[src/rtl/hdp_pkg.sv]
package hdp_pkg;
    localparam int BYTE_W = 8;
    localparam int WORD_W = 2 * BYTE_W;

    localparam int SR_REQ_BIT = 15;
    localparam int SR_SEL_BIT = 12;
    localparam int SR_WID_BIT = 10;

    typedef enum logic {
        BYTE_LO = 1'b0,
        BYTE_HI = 1'b1
    } byte_sel_e;
endpackage

[src/rtl/hdp_seq.sv]
module hdp_seq
    import hdp_pkg::*;
(
    input  logic      clk,
    input  logic      rst,
    input  logic      xfer,
    input  logic      wide,
    input  logic      core_arm,
    output byte_sel_e state,
    output logic      req
);
    byte_sel_e state_nxt;
    logic      req_nxt;
    logic      last_byte;

    always_comb begin
        state_nxt = state;
        unique case (state)
            BYTE_LO: if (xfer && wide) state_nxt = BYTE_HI;
            BYTE_HI: if (xfer && wide) state_nxt = BYTE_LO;
        endcase
    end

    assign last_byte = xfer && (!wide || state == BYTE_HI);

    always_comb begin
        req_nxt = req;
        if (core_arm)
            req_nxt = 1'b1;
        else if (last_byte)
            req_nxt = 1'b0;
    end

    always_ff @(posedge clk) begin
        if (rst) begin
            state <= BYTE_LO;
            req   <= 1'b0;
        end else begin
            state <= state_nxt;
            req   <= req_nxt;
        end
    end

    // the first byte of a 16-bit word moves to the high byte
    a_r3_first_sets_sel: assert property (@(posedge clk) disable iff (rst)
        (xfer && wide && state == BYTE_LO) |=> (state == BYTE_HI));

    // the second byte of a 16-bit word closes the word
    a_r4_second_closes: assert property (@(posedge clk) disable iff (rst)
        (xfer && wide && state == BYTE_HI && !core_arm) |=> (state == BYTE_LO && !req));

    // in 8-bit mode the byte select holds and the request drops
    a_r5_narrow_holds_sel: assert property (@(posedge clk) disable iff (rst)
        (xfer && !wide && !core_arm) |=> ($stable(state) && !req));

    // any core arming leaves the request raised
    a_r6_arm_sets_req: assert property (@(posedge clk) disable iff (rst)
        core_arm |=> req);
endmodule

[src/rtl/hdp_dreg.sv]
module hdp_dreg
    import hdp_pkg::*;
(
    input  logic              clk,
    input  logic              rst,
    input  logic              host_we,
    input  logic              host_hi,
    input  logic [BYTE_W-1:0] host_byte,
    input  logic              core_ld,
    input  logic [WORD_W-1:0] core_word,
    output logic [WORD_W-1:0] dr
);
    logic [BYTE_W-1:0] lo_q, hi_q;

    always_ff @(posedge clk) begin
        if (rst) begin
            lo_q <= '0;
            hi_q <= '0;
        end else if (core_ld) begin
            lo_q <= core_word[BYTE_W-1:0];
            hi_q <= core_word[WORD_W-1:BYTE_W];
        end else if (host_we) begin
            if (host_hi) hi_q <= host_byte;
            else         lo_q <= host_byte;
        end
    end

    assign dr = {hi_q, lo_q};

    // a low-byte host write keeps the high byte
    a_r5_low_write_keeps_high: assert property (@(posedge clk) disable iff (rst)
        (host_we && !host_hi && !core_ld) |=> (dr[WORD_W-1:BYTE_W] == $past(dr[WORD_W-1:BYTE_W])));

    // a core load wins over a same-cycle host write
    a_r8_core_wins: assert property (@(posedge clk) disable iff (rst)
        core_ld |=> (dr == $past(core_word)));

    // with no write of any kind the register holds
    a_r9_idle_holds: assert property (@(posedge clk) disable iff (rst)
        (!host_we && !core_ld) |=> $stable(dr));
endmodule

[src/rtl/hdp_sreg.sv]
module hdp_sreg
    import hdp_pkg::*;
#(
    parameter logic [15:0] KEEP_MASK = 16'h907C
) (
    input  logic              clk,
    input  logic              rst,
    input  logic              wr,
    input  logic [WORD_W-1:0] wdata,
    input  logic              req,
    input  logic              sel_hi,
    output logic [WORD_W-1:0] sr,
    output logic              narrow
);
    localparam logic [WORD_W-1:0] FLAG_MASK =
        (WORD_W'(1) << SR_REQ_BIT) | (WORD_W'(1) << SR_SEL_BIT);

    logic [WORD_W-1:0] store;
    logic [WORD_W-1:0] flags;

    always_ff @(posedge clk) begin
        if (rst)
            store <= '0;
        else if (wr)
            store <= (store & KEEP_MASK) | (wdata & ~KEEP_MASK & ~FLAG_MASK);
    end

    always_comb begin
        flags = '0;
        flags[SR_REQ_BIT] = req;
        flags[SR_SEL_BIT] = sel_hi;
    end

    assign sr     = store | flags;
    assign narrow = store[SR_WID_BIT];

    // the kept bits of the stored status survive a core write
    a_r7_keep_mask: assert property (@(posedge clk) disable iff (rst)
        wr |=> ((store & KEEP_MASK) == ($past(store) & KEEP_MASK)));

    // the other bits take the written value
    a_r7_replace: assert property (@(posedge clk) disable iff (rst)
        wr |=> ((store & ~KEEP_MASK) == ($past(wdata) & ~KEEP_MASK)));
endmodule

[src/rtl/hostdr_port.sv]
module hostdr_port
    import hdp_pkg::*;
#(
    parameter logic [15:0] SR_KEEP_MASK = 16'h907C
) (
    input  logic              clk,
    input  logic              rst,
    input  logic              host_sel,
    input  logic              host_rd,
    input  logic              host_wr,
    input  logic [BYTE_W-1:0] host_wdata,
    output logic [BYTE_W-1:0] host_rdata,
    input  logic              core_dr_ld,
    input  logic [WORD_W-1:0] core_dr_wdata,
    input  logic              core_dr_hsrd,
    input  logic              core_sr_wr,
    input  logic [WORD_W-1:0] core_sr_wdata,
    output logic [WORD_W-1:0] dr_q,
    output logic [WORD_W-1:0] sr_q
);
    byte_sel_e state;
    logic      req;
    logic      narrow;
    logic      xfer;
    logic      use_hi;

    assign xfer   = host_sel && (host_rd || host_wr) && !core_dr_ld;
    assign use_hi = !narrow && (state == BYTE_HI);

    hdp_seq u_seq (
        .clk      (clk),
        .rst      (rst),
        .xfer     (xfer),
        .wide     (!narrow),
        .core_arm (core_dr_ld || core_dr_hsrd),
        .state    (state),
        .req      (req)
    );

    hdp_dreg u_dreg (
        .clk       (clk),
        .rst       (rst),
        .host_we   (xfer && host_wr),
        .host_hi   (use_hi),
        .host_byte (host_wdata),
        .core_ld   (core_dr_ld),
        .core_word (core_dr_wdata),
        .dr        (dr_q)
    );

    hdp_sreg #(.KEEP_MASK(SR_KEEP_MASK)) u_sreg (
        .clk    (clk),
        .rst    (rst),
        .wr     (core_sr_wr),
        .wdata  (core_sr_wdata),
        .req    (req),
        .sel_hi (state == BYTE_HI),
        .sr     (sr_q),
        .narrow (narrow)
    );

    always_comb begin
        if (!host_sel)
            host_rdata = sr_q[WORD_W-1:BYTE_W];
        else if (use_hi)
            host_rdata = dr_q[WORD_W-1:BYTE_W];
        else
            host_rdata = dr_q[BYTE_W-1:0];
    end

    // a host status write leaves the data register and the flags alone
    a_r2_status_write_inert: assert property (@(posedge clk) disable iff (rst)
        (!host_sel && host_wr && !core_dr_ld && !core_dr_hsrd && !core_sr_wr)
            |=> ($stable(dr_q) && $stable(sr_q)));

    // the status word is zero in the first cycle after reset
    a_r1_reset_state: assert property (@(posedge clk)
        $past(rst) |-> (sr_q == '0 && dr_q == '0));
endmodule

[config.mk]
export PLATFORM = sky130hd
export DESIGN_NAME = hostdr_port
export DESIGN_NICKNAME = d
export VERILOG_FILES = /design/src/rtl/hdp_pkg.sv /design/src/rtl/hdp_seq.sv /design/src/rtl/hdp_dreg.sv /design/src/rtl/hdp_sreg.sv /design/src/rtl/hostdr_port.sv
export SDC_FILE = /design/constraint.sdc
export NUM_CORES = 1
export LEC_CHECK = 0
export BUFFER_PORTS_ARGS = -buffer_cell sky130_fd_sc_hd__buf_4
export CAP_MARGIN = 10
export CORE_ASPECT_RATIO = 1.75
export CORE_MARGIN = 8
export CORE_UTILIZATION = 45
export CTS_CLUSTER_DIAMETER = 80
export DETAILED_ROUTE_END_ITERATION = 10
export GPL_TIMING_DRIVEN = 1
export PLACE_DENSITY = 0.83
export SLEW_MARGIN = 20
export SYNTH_ARGS = -nofsm -noshare
export SYNTH_HDL_FRONTEND = slang
export SYNTH_SLANG_ARGS = --single-unit
[constraint.sdc]
create_clock -name clk -period 3.8 [get_ports clk]
set_clock_uncertainty 0.2 [all_clocks]
set_input_delay 0.57 -clock clk [delete_from_list [all_inputs] [get_ports clk]]
set_output_delay 0.57 -clock clk [all_outputs]
set_load 0.01 [all_outputs]
# Yosys cells after proc, flatten, opt, wreduce, memory -nomap -nowiden
# Cells that the tools add are included.
# classes
mux	13
n_bitwise	3
reduce_logical	16
eq_ne	1
# ops
op	count
2-to-1 mux 8 bit	8
bitwise OR 16 x 15 -> 16 bit	1
bitwise OR 16 bit	1
logical AND 1 bit	6
nonzero test 2 bit	3
2-to-1 mux 1 bit	4
AND reduction 2 bit	2
logical OR 1 bit	3
zero test 1 bit	2
inequality test 2 bit (second input constant)	1
one-hot mux 1 bit (2 select lines)	1
NOT 1 bit	1
# word_totals
out_inout_bits	40
in_bits	48
word_cells	38
register_bits	34

# Logic depth before layout (Yosys ltp)
# Gate-level depths: netlist of the first run.
# depth
word_depth	6
depth_mapped	6
depth_no_buf	3

# Cells and area by module
# From an unflattened synthesis of the first run, not the netlist that was laid out.
# unflattened
hier_cells	183
area_unflattened_um2	1590.3
# modules_own_cells
mod	seq_area_each_um2	area_each_um2	cells_each	n_inst
hdp_dreg	320.3	788.3	93	1
hdp_sreg	180.2	382.9	38	1
hostdr_port	0.0	334.1	43	1
hdp_seq	40.0	85.1	9	1

# Least setup slack after synthesis of the first run
# Ideal clock, no wire load.
# synth_timing
kind	input to output
start	input port host_sel
end	output port host_rdata[1]
setup_slack_ns	1.491
n_path_buf	3
required_ns	3.030
cell_stages	5
arrival_ns	1.539
cell_sequence	buf_2 clkbuf_1 clkbuf_1 nor2_1 a21oi_1
# synth_via
elab_chain_cells	1
# synth_lines
item	line	rtl
from (decl)	hostdr_port.sv:8	input logic host_sel,
2-to-1 mux 8 bit	hostdr_port.sv:63	if (!host_sel)
to (decl)	hostdr_port.sv:12	output logic [BYTE_W-1:0] host_rdata,
# No other way between the ends.

# Final worst setup path of the first run
# layout_timing
start	register u_sreg.store[10]
end	output port host_rdata[0]
# layout_via
elab_chain_cells	4
# layout_lines
item	line	rtl
from (decl)	hdp_sreg.sv:18	logic [WORD_W-1:0] store;
from (signal assigned)	hdp_sreg.sv:25	store <= (store & KEEP_MASK) | (wdata & ~KEEP_MASK & ~FLAG_MASK);
zero test 1 bit	hostdr_port.sv:28	assign use_hi = !narrow && (state == BYTE_HI);
logical AND 1 bit	hostdr_port.sv:28	
2-to-1 mux 8 bit	hostdr_port.sv:65	else if (use_hi)
2-to-1 mux 8 bit	hostdr_port.sv:63	
# No other way between the ends.

==> summary.txt, run 1 <==
worst slew pin tran: 0.728 ns
initial antenna violation count: 0
Seq cells post-synth: 27
arrival time worst endpoint: 1.93 ns
post-route insts no fill: 271
commonest non-fill, non-tap cell in the layout: buf_4
Sequential Power Share: 48.3%
maxcap violations: 0
vias in the first global route: 1405
Power Total: 665 uW
critical path buffer and inverter count: 1
htree depth: 1
sequential fraction of the synthesis area: 35.9%
Overall Global Routing Usage: 14.9%
run status: finished, final reports clean
setup repair bufs after CTS: 0
cell area after layout: 2020 um2
die area: 5520 um2
largest net degree at the start of global routing: 44
Cell Rows: 28
DR vias: 1426
core box area: 3290 um2
Placed Instances: 267
crit path cell chain: nand2b_1 -> mux2i_1 -> a21oi_1 -> buf_4
Slowest-stage cell, CP: nand2b_1
setup slack after layout: 1.10 ns
switching component of the power: 191 uW
Vias per Instance: 5.26
PortBufs: 75
post-route ant nets: 0
cts bufs inserted: 3
RePlAce Congestion: 0.765
Hold Crit Class: flip-flop to flip-flop
Post-Syn Instances: 169
dpl ws: 1.41 ns
peak supply drop: 0.000293 V
Syn Area/Cell: 8.91 um2
TritonCTS clock tree: built
CP max stage delay: 0.62 ns
Setup violations, final: 0
CTS resizes: 0
fin crit period: 2.70 ns
Post-route DRC: 0
CTS sink cnt: 27
CTS Root Cell: clkbuf_8
RR Startpoint: u_seq.state
WHS: 0.305 ns
final worst path period share: 71.0%
clk_lat worst skew: 0.27 ns
post-DR wirelength/cell: 15.7 um
Pwr per Cell Area: 329 nW/um2
GRT Residual Overflow: 0
DPL Wire Length: 3180 um
final WL: 4250 um
Die X: 59.7 um
hold_sp: u_seq.req
Util after Layout: 61.4%
initial core utilization: 45.7%
RSZ-0062 raised after global routing: no
Placed Area: 1980 um2
Nets: 275
Leak: 0.917 nW
Yosys cell types: 25
crit path launch: u_sreg.store[10]
CTS Buffer Depth: 2
Peak Freq: 371 MHz
Area Overhead vs Synth: 34.2%
Clk pin slew, worst setup/hold paths: 0.09 ns
worst-path maximum fanout: 16
Top-Level Pins: 88
synth warn: 0
Top delay family on crit path: simple AND/OR/NAND/NOR gates
Setup CP Type: flip-flop to output port
Comb pwr share: 27.3%
CP required: 3.03 ns
Clk pwr share: 24.4%
DR pass1 iterations: 4
global-route wire length before repair: 6650 um
Synth Cell Area: 1510 um2
Net Sw Frac: 28.6%
max_slew headroom: 51.5%
Hold Buf Count CTS: 0
CP Launch Type: flip-flop
Slew Viols, Final: 0
layout cells sized above 1: 38.5%
DR iter-0 viols: 26
antenna fix cells: 0
internal power: 475 uW
Final Hold Vio Count: 0
Fin Setup TNS: 0 ns
Worst Setup End Kind: output port
commonest non-fill, non-tap cells in the layout: buf_4, nor2_1, dfxtp_1, nor2b_1, mux2i_1
DIE HEIGHT: 92.5 um
[tightest hold or removal path, cell delays in order, from the launching register on]
cell and delay [ns]:
dfxtp_1 0.34, o41ai_1 0.07, a21oi_1 0.06
[cell families after synthesis]
group                  after synthesis  synth area share, %
AOI/OAI and AO/OA                   38                 22.0
buffers and inverters               28                 11.4
DFF                                 27                 35.9
muxes                               16                 10.7
other                                1                0.249
and+or+nand+nor                     59                 19.7
[power groups by stage]
stage                     registers (mW)  logic, mW  clock network [mW]
after CTS                          0.322      0.184               0.166
after global placement             0.328      0.180                   0
after detailed placement           0.328      0.183                   0
after global routing               0.325      0.199               0.172
final                              0.322      0.182               0.162
after floorplan                    0.333     0.0981                   0
[registers in the layout (all words and copies together), names as in the netlist]
| name | flops |
|---|---|
| u_dreg.hi_q | 8 |
| u_seq.req | 1 |
| u_seq.state | 1 |
| u_dreg.lo_q | 8 |
| u_sreg.store | 9 |
[synth_stat cells (all sizes together)]
| cell type | instances | share of area, % |
|---|---|---|
| dfxtp | 27 | 36 |
| nor2 | 27 | 6.7 |
| nor2b | 17 | 7.1 |
| a2111oi | 16 | 12 |
| buf | 15 | 8.1 |
| mux2i | 15 | 10 |
| a21oi | 11 | 3.7 |
| clkbuf | 11 | 2.7 |
| a311oi | 8 | 4.7 |
| nor3 | 8 | 2.7 |
| inv | 2 | 0.50 |
| nand2 | 2 | 0.50 |
| o21ai | 2 | 0.67 |
| and3 | 1 | 0.75 |
| and4b | 1 | 0.67 |
| conb | 1 | 0.25 |
| mux2 | 1 | 0.75 |
| nand2b | 1 | 0.42 |
| nor4 | 1 | 0.42 |
| o41ai | 1 | 0.58 |
| or2b | 1 | 0.50 |
[layer usage]
metal / up-vias / track usage (%) / share of wire [%]
met5: - / 0 / 0
met4: 0 / 5.41 / 1.3
met3: 4 / 4.72 / 7.0
met2: 44 / 26.1 / 52
met1: 670 / 16.0 / 39
li1: 708 / - / -
[area by class of cell]
class                           count  area, um2
Multi-Input combinational cell    118        808
Timing Repair Buffer               75        563
Fill cell                         314       1270
Clock buffer                        4       45.0
Sequential cell                    27        541
Inverter                            2       7.51
Tap cell                           45       56.3
[path summary, 6_finish.rpt]
kind / to / slack, ns / cells past startpoint
hold / removal: u_seq.req / 0.30 / 2
setup / recovery: host_rdata[0] / 1.10 / 4
hold reg to reg: u_seq.req / 0.30 / 2
setup reg to reg: u_dreg.lo_q[2] / 1.78 / 3
(Power assumes the default switching activity.)
==> run 2, diff against run 1 <==
--- a/config.mk
+++ b/config.mk
@@ -5,15 +5,16 @@
 export SDC_FILE = /design/constraint.sdc
 export NUM_CORES = 1
 export LEC_CHECK = 0
+export ABC_AREA = 1
 export BUFFER_PORTS_ARGS = -buffer_cell sky130_fd_sc_hd__buf_4
 export CAP_MARGIN = 10
 export CORE_ASPECT_RATIO = 1.75
 export CORE_MARGIN = 8
-export CORE_UTILIZATION = 45
+export CORE_UTILIZATION = 39
 export CTS_CLUSTER_DIAMETER = 80
 export DETAILED_ROUTE_END_ITERATION = 10
 export GPL_TIMING_DRIVEN = 1
-export PLACE_DENSITY = 0.83
+export PLACE_DENSITY = 0.76
 export SLEW_MARGIN = 20
 export SYNTH_ARGS = -nofsm -noshare
 export SYNTH_HDL_FRONTEND = slang
==> constraint.sdc (replaced) <==
create_clock -name clk -period 2.3 [get_ports clk]
set_clock_uncertainty 0.2 [all_clocks]
set_input_delay 0.345 -clock clk [delete_from_list [all_inputs] [get_ports clk]]
set_output_delay 0.345 -clock clk [all_outputs]
set_load 0.01 [all_outputs]
==> run 2 against run 1 <==
Effect of this change: wire length is 2.3% higher; clock power is 65% higher; combinational power rose by 66%; power is 64% higher; via count grew 10%; cell area is 4.0% higher; global-route usage down 1.5 points; sequential share of layout area fell by 1.0 points; hold slack got worse by 0.18 ns; cell count grew 23%; register-to-register slack worse by 0.92 ns; setup slack worse by 0.77 ns; largest cell class unchanged.
==> summary.txt, run 2 <==
DIE HEIGHT: 98.7 um (+6.7%)
CP required: 1.75 ns (-1.28 ns)
ys async rst share: 0% (unchanged)
R2R Setup Slk: 0.86 ns (-0.92 ns)
DR pass1 iterations: 4 (unchanged)
Yosys cell types: 23 (-8.0%)
Slew Viols, Final: 0 (unchanged)
Clk pin slew, worst setup/hold paths: 0.09 ns (about the same)
Hold Buf Count CTS: 0 (unchanged)
sequential fraction of the synthesis area: 35.5% (-0.44 points)
Largest register FFs: 9 (unchanged)
DR vias: 1574 (+10%)
commonest non-fill, non-tap cell in the layout: nand2_1
synth warn: 0 (unchanged)
core box area: 3830 um2 (+16%)
crit path launch: u_sreg.store[10]
Peak Freq: 508 MHz
Fin Setup TNS: 0 ns (unchanged)
Power Total: 1.09 mW (+64%)
post-route insts no fill: 333 (+23%)
final worst path period share: 85.6%
clk_lat worst skew: 0.27 ns (about the same)
Post-Syn Instances: 219 (+30%)
Seq cells post-synth: 27 (unchanged)
Vias per Instance: 4.73 (-10%)
Die X: 63.3 um (+5.9%)
Clk pwr share: 24.4% (about the same)
Overall Global Routing Usage: 13.4% (-1.5 points)
Slowest-stage cell, CP: dfxtp_1
Final Hold Vio Count: 0 (unchanged)
DPL Wire Length: 3590 um (+13%)
RR Startpoint: u_seq.state
Nets: 334 (+21%)
cell seen most often among critical-path stages: a21oi_1
peak supply drop: 0.000294 V (+0.25%)
DR iter-0 viols: 58 (+120%)
Setup violations, final: 0 (unchanged)
switching component of the power: 329 uW (+73%)
Area Overhead vs Synth: 37.9%
Synth Cell Area: 1520 um2 (+1.2%)
TritonCTS clock tree: built
Hold Crit Class: input pin to flip-flop
Area contributors post-synth: dfxtp_1, nand2_1, a21oi_1, nand3_1, buf_4
CTS Root Cell: clkbuf_8
CTS Buffer Depth: 2 (unchanged)
Synth area leader: dfxtp_1
CP max stage delay: 0.48 ns (-0.14 ns)
Syn Area/Cell: 6.96 um2 (-22%)
Post-synth EDFFs: 0 (unchanged)
Leak: 1.04 nW (+13%)
Post-synth top flop: dfxtp_1
Most flops, register: u_sreg.store
filler cell count: 402 (+28%)
Reg2Reg Depth: 6 (+3)
largest net degree at the start of global routing: 28 (-36%)
GRT Residual Overflow: 0 (unchanged)
setup repair bufs after CTS: 0 (unchanged)
met2 Use GR: 25.9% (-0.13 points)
CTS resizes: 0 (unchanged)
share of the synthesized area in the top cell type: 35.5% (-0.44 points)
commonest non-fill, non-tap cells in the layout: nand2_1, buf_4, a21oi_1, dfxtp_1, nand3_1
Cell Rows: 30 (+7.1%)
Net Sw Frac: 30.1% (+1.5 points)
Comb pwr share: 27.7% (+0.4 points)
Setup CP Type: flip-flop to output port
setup slack after layout: 0.332 ns (-0.771 ns)
Sequential Power Share: 47.8% (-0.5 points)
maxcap violations: 0 (unchanged)
internal power: 763 uW (+61%)
dpl ws: 0.634 ns (-0.771 ns)
Reg-to-Reg End: u_dreg.hi_q[3]
met3 Resource Use GR: 2.95% (-1.8 points)
met1 global-route usage: 13.1% (-2.9 points)
antenna fix cells: 0 (unchanged)
worst-path maximum fanout: 9 (-7)
Placed Instances: 329 (+23%)
Top-Level Pins: 88 (unchanged)
Pwr per Cell Area: 520 nW/um2 (+58%)
CP Launch Type: flip-flop
vias in the first global route: 1563 (+11%)
PortBufs: 75 (unchanged)
CTS sink cnt: 27 (unchanged)
busiest grt layer: met2
layout cells sized above 1: 36.8% (-1.7 points)
final WL: 4350 um (+2.3%)
largest registers: u_sreg.store x9, u_dreg.hi_q x8, u_dreg.lo_q x8
Post-route DRC: 0 (unchanged)
htree depth: 1 (unchanged)
initial core utilization: 39.8% (-5.9 points)
cts bufs inserted: 3 (unchanged)
post-DR wirelength/cell: 13.0 um (-17%)
post-route ant nets: 0 (unchanged)
global-route wire length before repair: 6970 um (+4.8%)
cell with the most instances after synthesis: nand2_1
arrival time worst endpoint: 1.42 ns (-0.51 ns)
initial antenna violation count: 0 (unchanged)
fin crit period: 1.97 ns
list of most frequent post-synthesis cells: nand2_1, a21oi_1, dfxtp_1
RSZ-0062 raised after global routing: no
die area: 6240 um2 (+13%)
RePlAce Congestion: 0.781 (+2.1%)
Worst Setup End Kind: output port
crit path cell chain: inv_2 -> nand2_4 -> a21oi_1 -> a21oi_1 -> buf_4
critical path endpoint: host_rdata[1]
run status: finished, final reports clean
==> run 2: cells by family (layout without fill, tap and decap cells) <==
logic type,count (synthesis),in the layout,synth area share (%)
and+or+nand+nor,124,124,38.6
buffers and inverters,25,87,9.61
AOI/OAI and AO/OA,42,42,16.1
other,1,5,0.246
DFF,27,27,35.5
==> run 2: final cells by class <==
cell class              instances  area (um2)  area share (%)
clock buffers                   3        41.3            1.96
clock inverters                 1        5.00           0.238
inverters                       8        40.0            1.90
multi-input cells             171         852            40.5
flip-flops and latches         27         541            25.7
well taps                      48        60.1            2.86
repair buffers                 75         563            26.8
==> run 2: worst max-delay path: cells and delay by family, from the launching register on <==
| family | cells | cell delay (ns) |
|---|---|---|
| and+or+nand+nor | 1 | 0.16 |
| DFF | 1 | 0.48 |
| buffers and inverters | 2 | 0.27 |
| AOI/OAI and AO/OA | 2 | 0.25 |
==> run 2: worst min-delay path by stage <==
stage	start	endpoint	slack, ns	cells after the start
floorplan	u_seq.req	u_seq.req	0.25	2
global placement	u_sreg.store[7]	u_sreg.store[7]	0.25	2
finish	core_sr_wdata[0]	u_sreg.store[0]	0.12	3
CTS	core_sr_wdata[0]	u_sreg.store[0]	0.12	3
global route	core_sr_wdata[13]	u_sreg.store[13]	0.13	3
detailed placement	u_sreg.store[7]	u_sreg.store[7]	0.26	2
==> run 2: routing by layer <==
metal	part of all wire, %	vias up	routed length [um]
met5	0	-	0
met4	1.2	0	54
met3	6.1	2	263
met2	57	48	2460
met1	36	701	1560
li1	-	823	-
==> run 2: power groups by stage <==
stage               Combinational, mW  Sequential [mW]  Clock (mW)
finish                          0.303            0.522       0.267
CTS                             0.308            0.523       0.275
floorplan                       0.165            0.541           0
global route                    0.334            0.527       0.295
detailed placement              0.308            0.533           0
global placement                0.303            0.532           0
==> run 2: stage by stage <==
| stage | instance area (um2) | hold slack, ns | utilization (%) |
|---|---|---|---|
| 6_report | 2100 | 0.124 | 54.9 |
| 5_1_grt | 2100 | 0.133 | 54.9 |
| 4_1_cts | 2100 | 0.119 | 54.9 |
| 3_5_place_dp | 2060 | 0.256 | 53.7 |
| 3_3_place_gp | 2060 | 0.249 | 53.7 |
| 2_1_floorplan | 1540 | 0.253 | - |
